`src/rtl/clock_sel_pkg.sv`:
```
package clock_sel_pkg;

  // Strobes from the sweep control to the reference-bit datapath
  typedef struct packed {
    logic examine;      // look at the frame under the hand and advance it
    logic clearHead;    // clear the bit under the hand (it was set)
    logic latchVictim;  // the frame under the hand is the victim
  } sweepStrobe_t;

  typedef enum logic {
    SWEEP_IDLE = 1'b0,
    SWEEP_RUN  = 1'b1
  } sweepState_t;

endpackage

```
`src/rtl/clockRefDatapath.sv`:
```
module clockRefDatapath
  import clock_sel_pkg::*;
#(
  parameter int FRAMES = 8,
  parameter int IDX_W  = $clog2(FRAMES)
) (
  input  logic             clk,
  input  logic             rstN,
  input  sweepStrobe_t     strobe,
  input  logic             refValid,
  input  logic [IDX_W-1:0] refFrame,
  input  logic             installStrobe,
  output logic             headRef,
  output logic             victimValid,
  output logic [IDX_W-1:0] victimFrame
);

  localparam logic [IDX_W-1:0] LAST_IDX = IDX_W'(FRAMES - 1);

  logic [FRAMES-1:0] refBits;
  logic [IDX_W-1:0]  hand;
  logic [IDX_W-1:0]  nextHand;

  assign nextHand = (hand == LAST_IDX) ? '0 : hand + 1'b1;
  assign headRef  = refBits[hand];

  // One reference bit per frame; a set from a reference or install beats the clear
  for (genvar g = 0; g < FRAMES; g++) begin : g_frame
    logic setThis;
    logic clrThis;
    assign setThis = (refValid && refFrame == IDX_W'(g)) ||
                     (installStrobe && victimFrame == IDX_W'(g));
    assign clrThis = strobe.clearHead && (hand == IDX_W'(g));
    always_ff @(posedge clk) begin
      if (!rstN)        refBits[g] <= 1'b0;
      else if (setThis) refBits[g] <= 1'b1;
      else if (clrThis) refBits[g] <= 1'b0;
    end
  end

  always_ff @(posedge clk) begin
    if (!rstN)               hand <= '0;
    else if (strobe.examine) hand <= nextHand;
  end

  always_ff @(posedge clk) begin
    if (!rstN) begin
      victimValid <= 1'b0;
      victimFrame <= '0;
    end else begin
      victimValid <= strobe.latchVictim;
      if (strobe.latchVictim) victimFrame <= hand;
    end
  end


  hand_past_victim_chk: assert property (@(posedge clk) disable iff (!rstN)
    victimValid |-> hand == ((victimFrame == LAST_IDX) ? '0 : victimFrame + 1'b1));


  clear_passed_chk: assert property (@(posedge clk) disable iff (!rstN)
    (strobe.clearHead && !(refValid && refFrame == hand) &&
     !(installStrobe && victimFrame == hand)) |=> !refBits[$past(hand)]);


  ref_sets_chk: assert property (@(posedge clk) disable iff (!rstN)
    (refValid && refFrame <= LAST_IDX) |=> refBits[$past(refFrame)]);


  install_sets_chk: assert property (@(posedge clk) disable iff (!rstN)
    installStrobe |=> refBits[$past(victimFrame)]);

endmodule

```
`src/rtl/clockSweepCtrl.sv`:
```
module clockSweepCtrl
  import clock_sel_pkg::*;
#(
  parameter int FRAMES = 8
) (
  input  logic         clk,
  input  logic         rstN,
  input  logic         faultReq,
  input  logic         headRef,
  input  logic         refValid,
  input  logic         installStrobe,
  output sweepStrobe_t strobe,
  output logic         busy
);

  localparam int LEN_W = $clog2(FRAMES + 2) + 1;

  sweepState_t state;
  sweepState_t stateNext;
  logic        examineNow;

  assign examineNow = (state == SWEEP_RUN) || faultReq;

  always_comb begin
    strobe.examine     = examineNow;
    strobe.clearHead   = examineNow && headRef;
    strobe.latchVictim = examineNow && !headRef;
    stateNext = (examineNow && headRef) ? SWEEP_RUN : SWEEP_IDLE;
  end

  always_ff @(posedge clk) begin
    if (!rstN) state <= SWEEP_IDLE;
    else       state <= stateNext;
  end

  assign busy = (state == SWEEP_RUN);

  // Sweep length tracking used by the bound check
  logic [LEN_W-1:0] sweepLen;
  logic             disturbed;

  always_ff @(posedge clk) begin
    if (!rstN) begin
      sweepLen  <= '0;
      disturbed <= 1'b0;
    end else if (examineNow) begin
      if (state == SWEEP_IDLE) begin
        sweepLen  <= LEN_W'(1);
        disturbed <= refValid || installStrobe;
      end else begin
        sweepLen  <= sweepLen + 1'b1;
        disturbed <= disturbed || refValid || installStrobe;
      end
    end
  end


  sweep_bound_chk: assert property (@(posedge clk) disable iff (!rstN)
    (busy && !disturbed) |-> sweepLen <= LEN_W'(FRAMES));


  idle_start_chk: assert property (@(posedge clk) disable iff (!rstN)
    (!busy && faultReq) |-> (strobe.clearHead || strobe.latchVictim));

endmodule

```
`src/rtl/clockVictimSelector.sv`:
```
module clockVictimSelector
  import clock_sel_pkg::*;
#(
  parameter int FRAMES = 8,
  parameter int IDX_W  = $clog2(FRAMES)
) (
  input  logic             clk,
  input  logic             rstN,
  input  logic             refValid,
  input  logic [IDX_W-1:0] refFrame,
  input  logic             faultReq,
  input  logic             installStrobe,
  output logic             busy,
  output logic             victimValid,
  output logic [IDX_W-1:0] victimFrame
);

  sweepStrobe_t strobe;
  logic         headRef;

  clockSweepCtrl #(.FRAMES(FRAMES)) u_ctrl (
    .clk           (clk),
    .rstN          (rstN),
    .faultReq      (faultReq),
    .headRef       (headRef),
    .refValid      (refValid),
    .installStrobe (installStrobe),
    .strobe        (strobe),
    .busy          (busy)
  );

  clockRefDatapath #(.FRAMES(FRAMES), .IDX_W(IDX_W)) u_data (
    .clk           (clk),
    .rstN          (rstN),
    .strobe        (strobe),
    .refValid      (refValid),
    .refFrame      (refFrame),
    .installStrobe (installStrobe),
    .headRef       (headRef),
    .victimValid   (victimValid),
    .victimFrame   (victimFrame)
  );


  busy_no_victim_chk: assert property (@(posedge clk) disable iff (!rstN)
    busy |-> !victimValid);

endmodule

```
`config.mk`:
```
export PLATFORM = sky130hd
export DESIGN_NAME = clockVictimSelector
export DESIGN_NICKNAME = d
export VERILOG_FILES = /design/src/rtl/clock_sel_pkg.sv /design/src/rtl/clockRefDatapath.sv /design/src/rtl/clockSweepCtrl.sv /design/src/rtl/clockVictimSelector.sv
export SDC_FILE = /design/constraint.sdc
export NUM_CORES = 1
export LEC_CHECK = 0
export CORE_ASPECT_RATIO = 1.2
export CORE_MARGIN = 5
export CORE_UTILIZATION = 40
export CTS_CLUSTER_DIAMETER = 80
export CTS_CLUSTER_SIZE = 14
export DETAILED_ROUTE_END_ITERATION = 8
export GPL_TIMING_DRIVEN = 0
export PLACE_DENSITY = 0.64
export REMOVE_ABC_BUFFERS = 1
export SLEW_MARGIN = 15
export SYNTH_ARGS = -nofsm -noshare
export SYNTH_HDL_FRONTEND = slang
export SYNTH_SLANG_ARGS = --single-unit
```
`constraint.sdc`:
```
create_clock -name clk -period 1.35 [get_ports clk]
set_input_delay 0.27 -clock clk [delete_from_list [all_inputs] [get_ports clk]]
set_output_delay 0.27 -clock clk [all_outputs]
set_load 0.03 [all_outputs]
```
### After elaboration in Yosys (flattened, before gate mapping)

Index checks and enable logic that the tools add are counted.

| word-level totals | value |
|---|---|
| register bits | 16 |
| output and inout bits | 5 |

| cells by class | value |
|---|---|
| add/sub/neg operators | 1 |
| order comparisons | 1 |
| eq/ne operators | 21 |
| muxes and demuxes | 20 |
| reductions and logical operators | 47 |

Operator list:

| operator | count |
|---|---|
| $eq 3x3->1 const B | 12 |
| $logic_and 1x1->1 | 26 |
| $eq 3x2->1 const B | 6 |
| $mux 1 | 18 |
| $reduce_bool 2->1 | 8 |
| $eq 3x1->1 const B | 3 |
| $logic_not 3->1 | 3 |
| $logic_or 1x1->1 | 9 |
| $lt 3x4->1 const B | 1 |
| $add 3x1->3 const B | 1 |
| $bmux 1 s3 | 1 |
| $mux 3 | 1 |
| $logic_not 1->1 | 1 |

### Depth between registers and ports, before layout

Gate-level depths: netlist (run 1).

| depth | value |
|---|---|
| depth in word-level cells | 6 |
| mapped depth | 6 |
| depth with buffers taken out | 5 |

### Modules after synthesis

Synthesis (run 1) repeated with hierarchy kept, for this count alone.

| unflattened totals | value |
|---|---|
| cells, all modules | 89 |
| area, all modules | 880.8 um^2 |

Modules (own cells, without submodules):

| module | instances | cells each | area an instance (um^2) | sequential area each (um^2) |
|---|---|---|---|---|
| clockRefDatapath | 1 | 82 | 812.0 | 300.3 |
| clockSweepCtrl | 1 | 7 | 68.8 | 20.0 |

### Worst setup path before layout (run 1)

OpenSTA, ideal clock, no wires.

| timing | value |
|---|---|
| kind | flip-flop to flip-flop |
| start | register u_ctrl.state (netlist: u_ctrl.busy) |
| end | register u_data.refBits[0] |
| setup time | 0.119 ns |
| data arrival time | 1.264 ns |
| data required time | 1.231 ns |
| path slack | -0.033 ns |
| cell stages (with the launch flop) | 5 |
| buffers on the path | 1 |
| period minus slack after synthesis | 1.383 ns |
| path through | dfxtp_1 or2_2 clkbuf_1 nand3_1 o221a_1 |

| between the ends | value |
|---|---|
| word-level cells in the longest chain between the ends | 4 |

Ends and longest elaborated chain:

| what | line | source |
|---|---|---|
| from (decl) | clockSweepCtrl.sv:18 | `sweepState_t state;` |
| from (signal assigned) | clockSweepCtrl.sv:33 | `else state <= stateNext;` |
| $logic_or 1x1->1 | clockSweepCtrl.sv:22 | `assign examineNow = (state == SWEEP_RUN) \|\| faultReq;` |
| $logic_and 1x1->1 | clockSweepCtrl.sv:26 | `strobe.clearHead = examineNow && headRef;` |
| $logic_and 1x1->1 | clockRefDatapath.sv:33 | `assign clrThis = strobe.clearHead && (hand == IDX_W'(g));` |
| $reduce_bool 2->1 (no source line) | n/a |  |
| to (signal, indexed assignment) | clockRefDatapath.sv:35 | `if (!rstN) refBits[g] <= 1'b0;` |
| to (signal, indexed assignment) | clockRefDatapath.sv:36 | `else if (setThis) refBits[g] <= 1'b1;` |
| to (signal, indexed assignment) | clockRefDatapath.sv:37 | `else if (clrThis) refBits[g] <= 1'b0;` |
| to (decl) | clockRefDatapath.sv:20 | `logic [FRAMES-1:0] refBits;` |

No other way between the ends.
A chain may end at the register's enable or synchronous reset.

### Worst setup path after layout (run 1)

| timing | value |
|---|---|
| start | register u_data.hand[0] |
| end | register u_data.refBits[1] |

| between the ends | value |
|---|---|
| word-level cells in the longest chain between the ends | 5 |
| elaborated cells between the ends (all ways) | 6 |

Ends and longest elaborated chain:

| what | line | source |
|---|---|---|
| from (decl) | clockRefDatapath.sv:21 | `logic [IDX_W-1:0] hand;` |
| from (signal assigned) | clockRefDatapath.sv:43 | `else if (strobe.examine) hand <= nextHand;` |
| $bmux 1 s3 | clockRefDatapath.sv:25 | `assign headRef = refBits[hand];` |
| $mux 1 (implied by the code) | clockRefDatapath.sv:25 |  |
| $logic_and 1x1->1 | clockSweepCtrl.sv:26 |  |
| $logic_and 1x1->1 * | clockRefDatapath.sv:33 |  |
| $reduce_bool 2->1 (no source line) * | n/a |  |

Every way passes the cells marked *; elsewhere a longest branch is shown, timed or not. The select of a mux whose other input is x is not followed.

==> results of run 1 <==
## cell type report
type                            instances  area (sq um)  area share [%]
Multi-Input combinational cell         82           676            53.8
Sequential cell                        16           333            26.5
Timing Repair Buffer                   15           149            11.9
Tap cell                               31          38.8            3.09
Inverter                               10          37.5            2.99
Clock buffer                            3          22.5            1.79
## cell usage in the layout (no fill, tap or decap), types with 2 or more instances in the layout
| master | n |
|---|---|
| mux2i_2 | 2 |
| nor2_1 | 6 |
| nand3_1 | 4 |
| a21oi_1 | 3 |
| clkbuf_4 | 3 |
| nand2_1 | 10 |
| ha_1 | 4 |
| dlygate4sd2_1 | 4 |
| inv_1 | 9 |
| o21ai_1 | 3 |
| nand4_1 | 3 |
| buf_6 | 2 |
| mux2i_1 | 2 |
| dfxtp_1 | 10 |
| ha_2 | 2 |
| clkdlybuf4s50_1 | 4 |
| a22oi_4 | 2 |
| clkdlybuf4s15_2 | 3 |
| and3_1 | 2 |
| o21a_1 | 2 |
| dfxtp_2 | 4 |
| dfxtp_4 | 2 |
| and2_1 | 2 |
| a31oi_1 | 6 |
| nand2b_1 | 2 |
| mux2i_4 | 2 |
| nand3b_1 | 2 |
## state kept, by name, indices dropped and copies added, names as in the netlist
| name | cells |
|---|---|
| u_ctrl.busy | 1 |
| u_data.victimValid | 1 |
| u_data.refBits | 8 |
| u_data.victimFrame | 3 |
| u_data.hand | 3 |
## worst min path at each step
| stage | to | slack [ps] | depth (start not counted) | startpoint |
|---|---|---|---|---|
| after global routing | u_data.refBits[7] | 510 | 3 | refFrame[2] |
| after floorplan | u_data.refBits[2] | 390 | 1 | rstN |
| after global placement | u_data.refBits[4] | 500 | 2 | u_data.refBits[4] |
| after CTS | u_data.refBits[7] | 460 | 3 | refFrame[2] |
| final | u_data.refBits[7] | 460 | 3 | refFrame[2] |
| after detailed placement | u_data.refBits[4] | 490 | 2 | u_data.refBits[4] |
## kinds of logic after synthesis
logic type | after synthesis | synth area share (%)
compound gates | 27 | 22.3
fa+ha+maj | 6 | 7.67
buf+inv | 16 | 7.29
flops | 16 | 32.7
mux | 6 | 6.91
simple gates | 43 | 23.1
## where the power goes
group | switching, mW | internal (mW) | total [mW]
logic | 0.208 | 0.180 | 0.388
registers | 0.0621 | 0.513 | 0.575
clock network | 0.151 | 0.104 | 0.255
total | 0.421 | 0.797 | 1.22
## per-layer routing
layer / share of wire (%) / global-route usage [%] / vias up
li1: - / - / 435
met1: 47 / 19.3 / 407
met2: 49 / 22.0 / 8
met3: 2.1 / 2.79 / 5
met4: 1.6 / 5.47 / 0
met5: 0 / 0 / -
## through the flow
step | cells | hold slack [ps] | TNS, ps | setup WS [ps]
after floorplan | 108 | 388 | -441 | -95.4
after global placement | 151 | 501 | -4210 | -394
after detailed placement | 151 | 493 | -4370 | -405
after CTS | 157 | 461 | -321 | -89.9
after global routing | 157 | 506 | -1280 | -161
final | 157 | 462 | -313 | -82.3
## synthesized netlist by cell type (all sizes together) (3+ instances only)
master,n,area share [%]
nor2,7,2.7
mux2i,6,6.9
a21oi,4,2.4
nand4,3,1.9
inv,10,3.8
a31oi,6,3.8
nand3,5,2.6
o21ai,4,2.0
nand2,10,3.8
clkbuf,4,1.5
ha,6,7.7
dfxtp,16,33
## timing repair
action	in CTS	in global routing
gates resized for setup	36	10
setup buffers	3	0
endpoints found under the setup margin	21	18
pin swaps	9	2
## worst reg2reg max path: stages, from the launching register on
cell and delay [ps]:
dfxtp_4 420, mux2i_4 220, a22oi_4 320, a31oi_1 130, o31a_1 240
==> metrics.txt, run 1 <==
status finished, violations left; failing checks setup timing; Reg clk slew, reported paths approximately 90 ps; Worst path slowest cell dfxtp_4; count of cell types in the netlist 37; vias in the first global route 825; r2r setup slk -80 ps; Total Power approximately 1.2 mW; post-route cell area around 1300 sq um; Syn. warnings 0; via/cell ratio between 5 and 6; CTS Buffer Depth 2; CP Capture Type flop; Tmin final roughly 1400 ps; Cells after Synth ~110; fmax roughly 0.70 GHz; H-tree depth 1; cell area after synthesis 978 sq um; global placer's final weighted congestion 0.864; CTS tree done; WL/cell 14.3 um; routed vias 855; Worst Setup EP u_data.refBits[1]; critical path launch point u_data.hand[0]; worst skew pair latency between 200 and 300 ps; Die Y approximately 64 um; Antenna Cells 0; first-pass GRT wire length about 3800 um; # clock sinks 16; Avg Cell Area, Syn roughly 8.6 sq um; Top delay family on crit path compound AO/OA/AOI/OAI gates; fin. max-slew vios 0; Detailed Place HPWL about 1600 um; Fin. Hold Viols 0; Slew @ Worst Pin 429 ps; max-cap violation count 0; synth-to-layout area growth 28.4%; Top Ports 13; maximum VDD drop 786 uV; critical path class flop to flop; Setup violations, final 7; final worst-path cycle share 106%; root cell of the clock tree clkbuf_4; Initial DRT Pass Iterations 4; r2r worst-path depth 4; Rel. slew slack 71.3%; Overflow after GRT 0; core area roughly 2300 sq um; row cnt 19; RR Endpoint u_data.refBits[1]; ANT nets after route 0; register bit total from synthesis 16; DRT Wirelength about 2200 um; CP Buf/Inv Count 0; Critical Path RT approximately 1500 ps; Starting DRT DRC Count 39; clk_skew between 2 and 2.5 ps; Hold Crit Class primary input to flop; CP Launch Type flop; nets 142; largest net degree at the start of global routing 13; number of buffers created by CTS 3; DRC 0; die width around 55 um; Critical Path Max Stage Delay around 420 ps; Reg-to-Reg Start u_data.hand[0]; LEAKAGE approximately 0.45 nW; Max FO, Critical Path 8; register area share after synthesis between 30% and 40%; CP arrival between 1500 and 2000 ps; critical-path cell list mux2i_4, a22oi_4, a31oi_1, o31a_1; Placed Area 1100 sq um; CTS Hold Bufs 0; I/O Buffers 12; Async S/R FF share, synth 0%; Critical Path Stages 4; Die ar. around 3500 sq um; share of cells above drive strength 1 between 20 and 30%; top_reg_cell synth dfxtp_1; Layout Utilization approximately 54%; Total Routing Usage GR ~14%; antenna violations before repair 0; Pwr Density between 900 and 1000 nW/um^2; Layout fillers approximately 240; EDFF count, synth 0; setup ws final -82.3 ps; RSZ-0062 raised after global routing true; Starting Density a little over two fifths
(Power assumes the default switching activity.)
==> run 2: changes to the inputs <==
--- a/config.mk
+++ b/config.mk
@@ -5,6 +5,7 @@
 export SDC_FILE = /design/constraint.sdc
 export NUM_CORES = 1
 export LEC_CHECK = 0
+export CAP_MARGIN = 15
 export CORE_ASPECT_RATIO = 1.2
 export CORE_MARGIN = 5
 export CORE_UTILIZATION = 40
@@ -12,7 +13,7 @@
 export CTS_CLUSTER_SIZE = 14
 export DETAILED_ROUTE_END_ITERATION = 8
 export GPL_TIMING_DRIVEN = 0
-export PLACE_DENSITY = 0.64
+export PLACE_DENSITY = 0.67
 export REMOVE_ABC_BUFFERS = 1
 export SLEW_MARGIN = 15
 export SYNTH_ARGS = -nofsm -noshare
==> run 2 against run 1 <==
Compared with the run above:
- the run still ends with setup timing left
- first-iteration DRC count is 10% higher
- cell area is 6.2% higher
- clock skew is 0.79 ps lower
- sequential share of layout area is 1.4 points lower
- combinational power is 9.5% higher
- worst hold slack hardly changed
- sequential power hardly changed
- maximum frequency is 1.3% lower
==> metrics.txt, run 2 (synthesis results as in run 1) <==
WL/cell 15.9 um (+11%); Die ar. 3540 sq um (unchanged); Rel. slew slack 72.3% (+1.0 points); routed vias 925 (+8.2%); Max FO, Critical Path 6 (-2); DRC 0 (unchanged); LEAKAGE 0.463 nW (+3.9%); Total Routing Usage GR 15.4% (+1.0 points); antenna violations before repair 0 (unchanged); # clock sinks 16 (unchanged); Reg area 335 sq um (+0.75%); failing checks setup timing; via/cell ratio 5.78 (+6.2%); r2r setup slk -100 ps (-20 ps); Tmin final 1450 ps (+18.4 ps); Initial DRT Pass Iterations 4 (unchanged); Hold Crit Class primary input to flop; ANT nets after route 0 (unchanged); final worst-path cycle share 107% (+1.4 points); root cell of the clock tree clkbuf_4; max FFs per register 8 (unchanged); CP arrival 1640 ps (+20 ps); Reg clk slew, reported paths 100 ps (about the same); core area 2330 sq um (unchanged); Detailed Place HPWL 1670 um (+2.2%); most frequent cells in the layout nand2_1, dfxtp_1, inv_1; CTS Hold Bufs 0 (unchanged); Post-Place Worst Slack -437 ps (-32.3 ps); Slew @ Worst Pin 414 ps (-15.4 ps); first-pass GRT wire length 4010 um (+6.0%); I/O Buffers 12 (unchanged); die width 55.2 um (unchanged); global placer's final weighted congestion 0.810 (-6.3%); CP Launch Type flop; RSZ-0062 raised after global routing true; CTS Buffer Depth 2 (unchanged); fmax 0.689 GHz (-1.3%); Layout fillers 210 (-14%); nets 144 (+1.4%); vias in the first global route 832 (+0.85%); Top Ports 13 (unchanged); status finished, violations left; worst skew pair latency 290 ps (about the same); share of cells above drive strength 1 31.8% (+4.8 points); H-tree depth 1 (unchanged); largest net degree at the start of global routing 13 (unchanged); register with the most flip-flops u_data.refBits; Starting Density 42.0% (unchanged); clk_skew 1.62 ps (-0.791 ps); largest registers u_data.refBits (8), u_data.hand (3), u_data.victimFrame (3); Critical Path RT 1540 ps (about the same); Overflow after GRT 0 (unchanged); maximum VDD drop 727 uV (-7.4%); number of buffers created by CTS 3 (unchanged); Antenna Cells 0 (unchanged); setup ws final -101 ps (-18.4 ps); max-cap violation count 0 (unchanged); row cnt 19 (unchanged); fin. max-slew vios 0 (unchanged); Starting DRT DRC Count 43 (+10%); Fin. Hold Viols 0 (unchanged); DRT Wirelength 2540 um (+13%); CTS tree done; final hold slack 462 ps (-0.118 ps); CP Capture Type flop; Die Y 64.2 um (unchanged); Pwr Density 996 nW/um^2 (+2.8%); Setup violations, final 5 (-2); synth-to-layout area growth 36.3%; critical path class flop to flop; area of the multi-input gates 723 sq um (+7.0%)
run 2: cell count changes in the layout (fill, tap and decap cells not counted), sizes merged:
cell           change
buf                +2
clkbuf             +1
clkdlybuf4s15      -1
clkdlybuf4s18      +1
run 2: routing by layer:
metal / global-route usage, % / part of all wire, % / vias up
li1: - / - / 446
met1: 20.0 / 43 / 439
met2: 23.8 / 50 / 31
met3: 3.26 / 3.9 / 9
met4: 6.69 / 2.9 / 0
met5: 0 / 0 / -
run 2: worst paths after layout:
path | start | end | depth (start not counted)
worst max-delay path | u_data.hand[0] | u_data.refBits[1] | 4
worst min register to register | u_data.refBits[4] | u_data.refBits[4] | 2
worst max register to register | u_data.hand[0] | u_data.refBits[1] | 4
worst min-delay path | refFrame[2] | u_data.refBits[7] | 3
run 2: power by group:
part | internal (mW) | switching (mW) | leakage (nW)
clock network | 0.164 | 0.162 | 0.0210
registers | 0.512 | 0.0653 | 0.134
logic | 0.200 | 0.225 | 0.308
total | 0.877 | 0.452 | 0.463
run 2: critical path, cell delays in order, from the launching register on:
cell     delay (ps)
dfxtp_4         410
mux2i_4         210
a22oi_4         300
a31oi_1         150
o31a_1          270
run 2: cell type report:
| class | instances | share of cell area (%) |
|---|---|---|
| clock buffers | 4 | 2.72 |
| inverters | 10 | 2.81 |
| multi-input cells | 82 | 54.2 |
| flip-flops and latches | 16 | 25.1 |
| well taps | 31 | 2.91 |
| repair buffers | 17 | 12.2 |
run 2: through the flow:
stage	utilization [%]	power (mW)	std cells	instance area (sq um)	TNS (ps)
CTS	55.0	1.29	159	1280	-201
global placement	47.4	0.887	151	1100	-4060
global route	57.3	1.39	160	1330	-955
finish	57.3	1.33	160	1330	-294
detailed placement	47.4	0.892	151	1100	-4240
floorplan	-	0.781	108	945	-441
run 2: timing repair:
item                       CTS  global route
pin swaps                    7            12
resized for setup           43            14
setup endpoints to repair   21            17
setup buffers                4             1
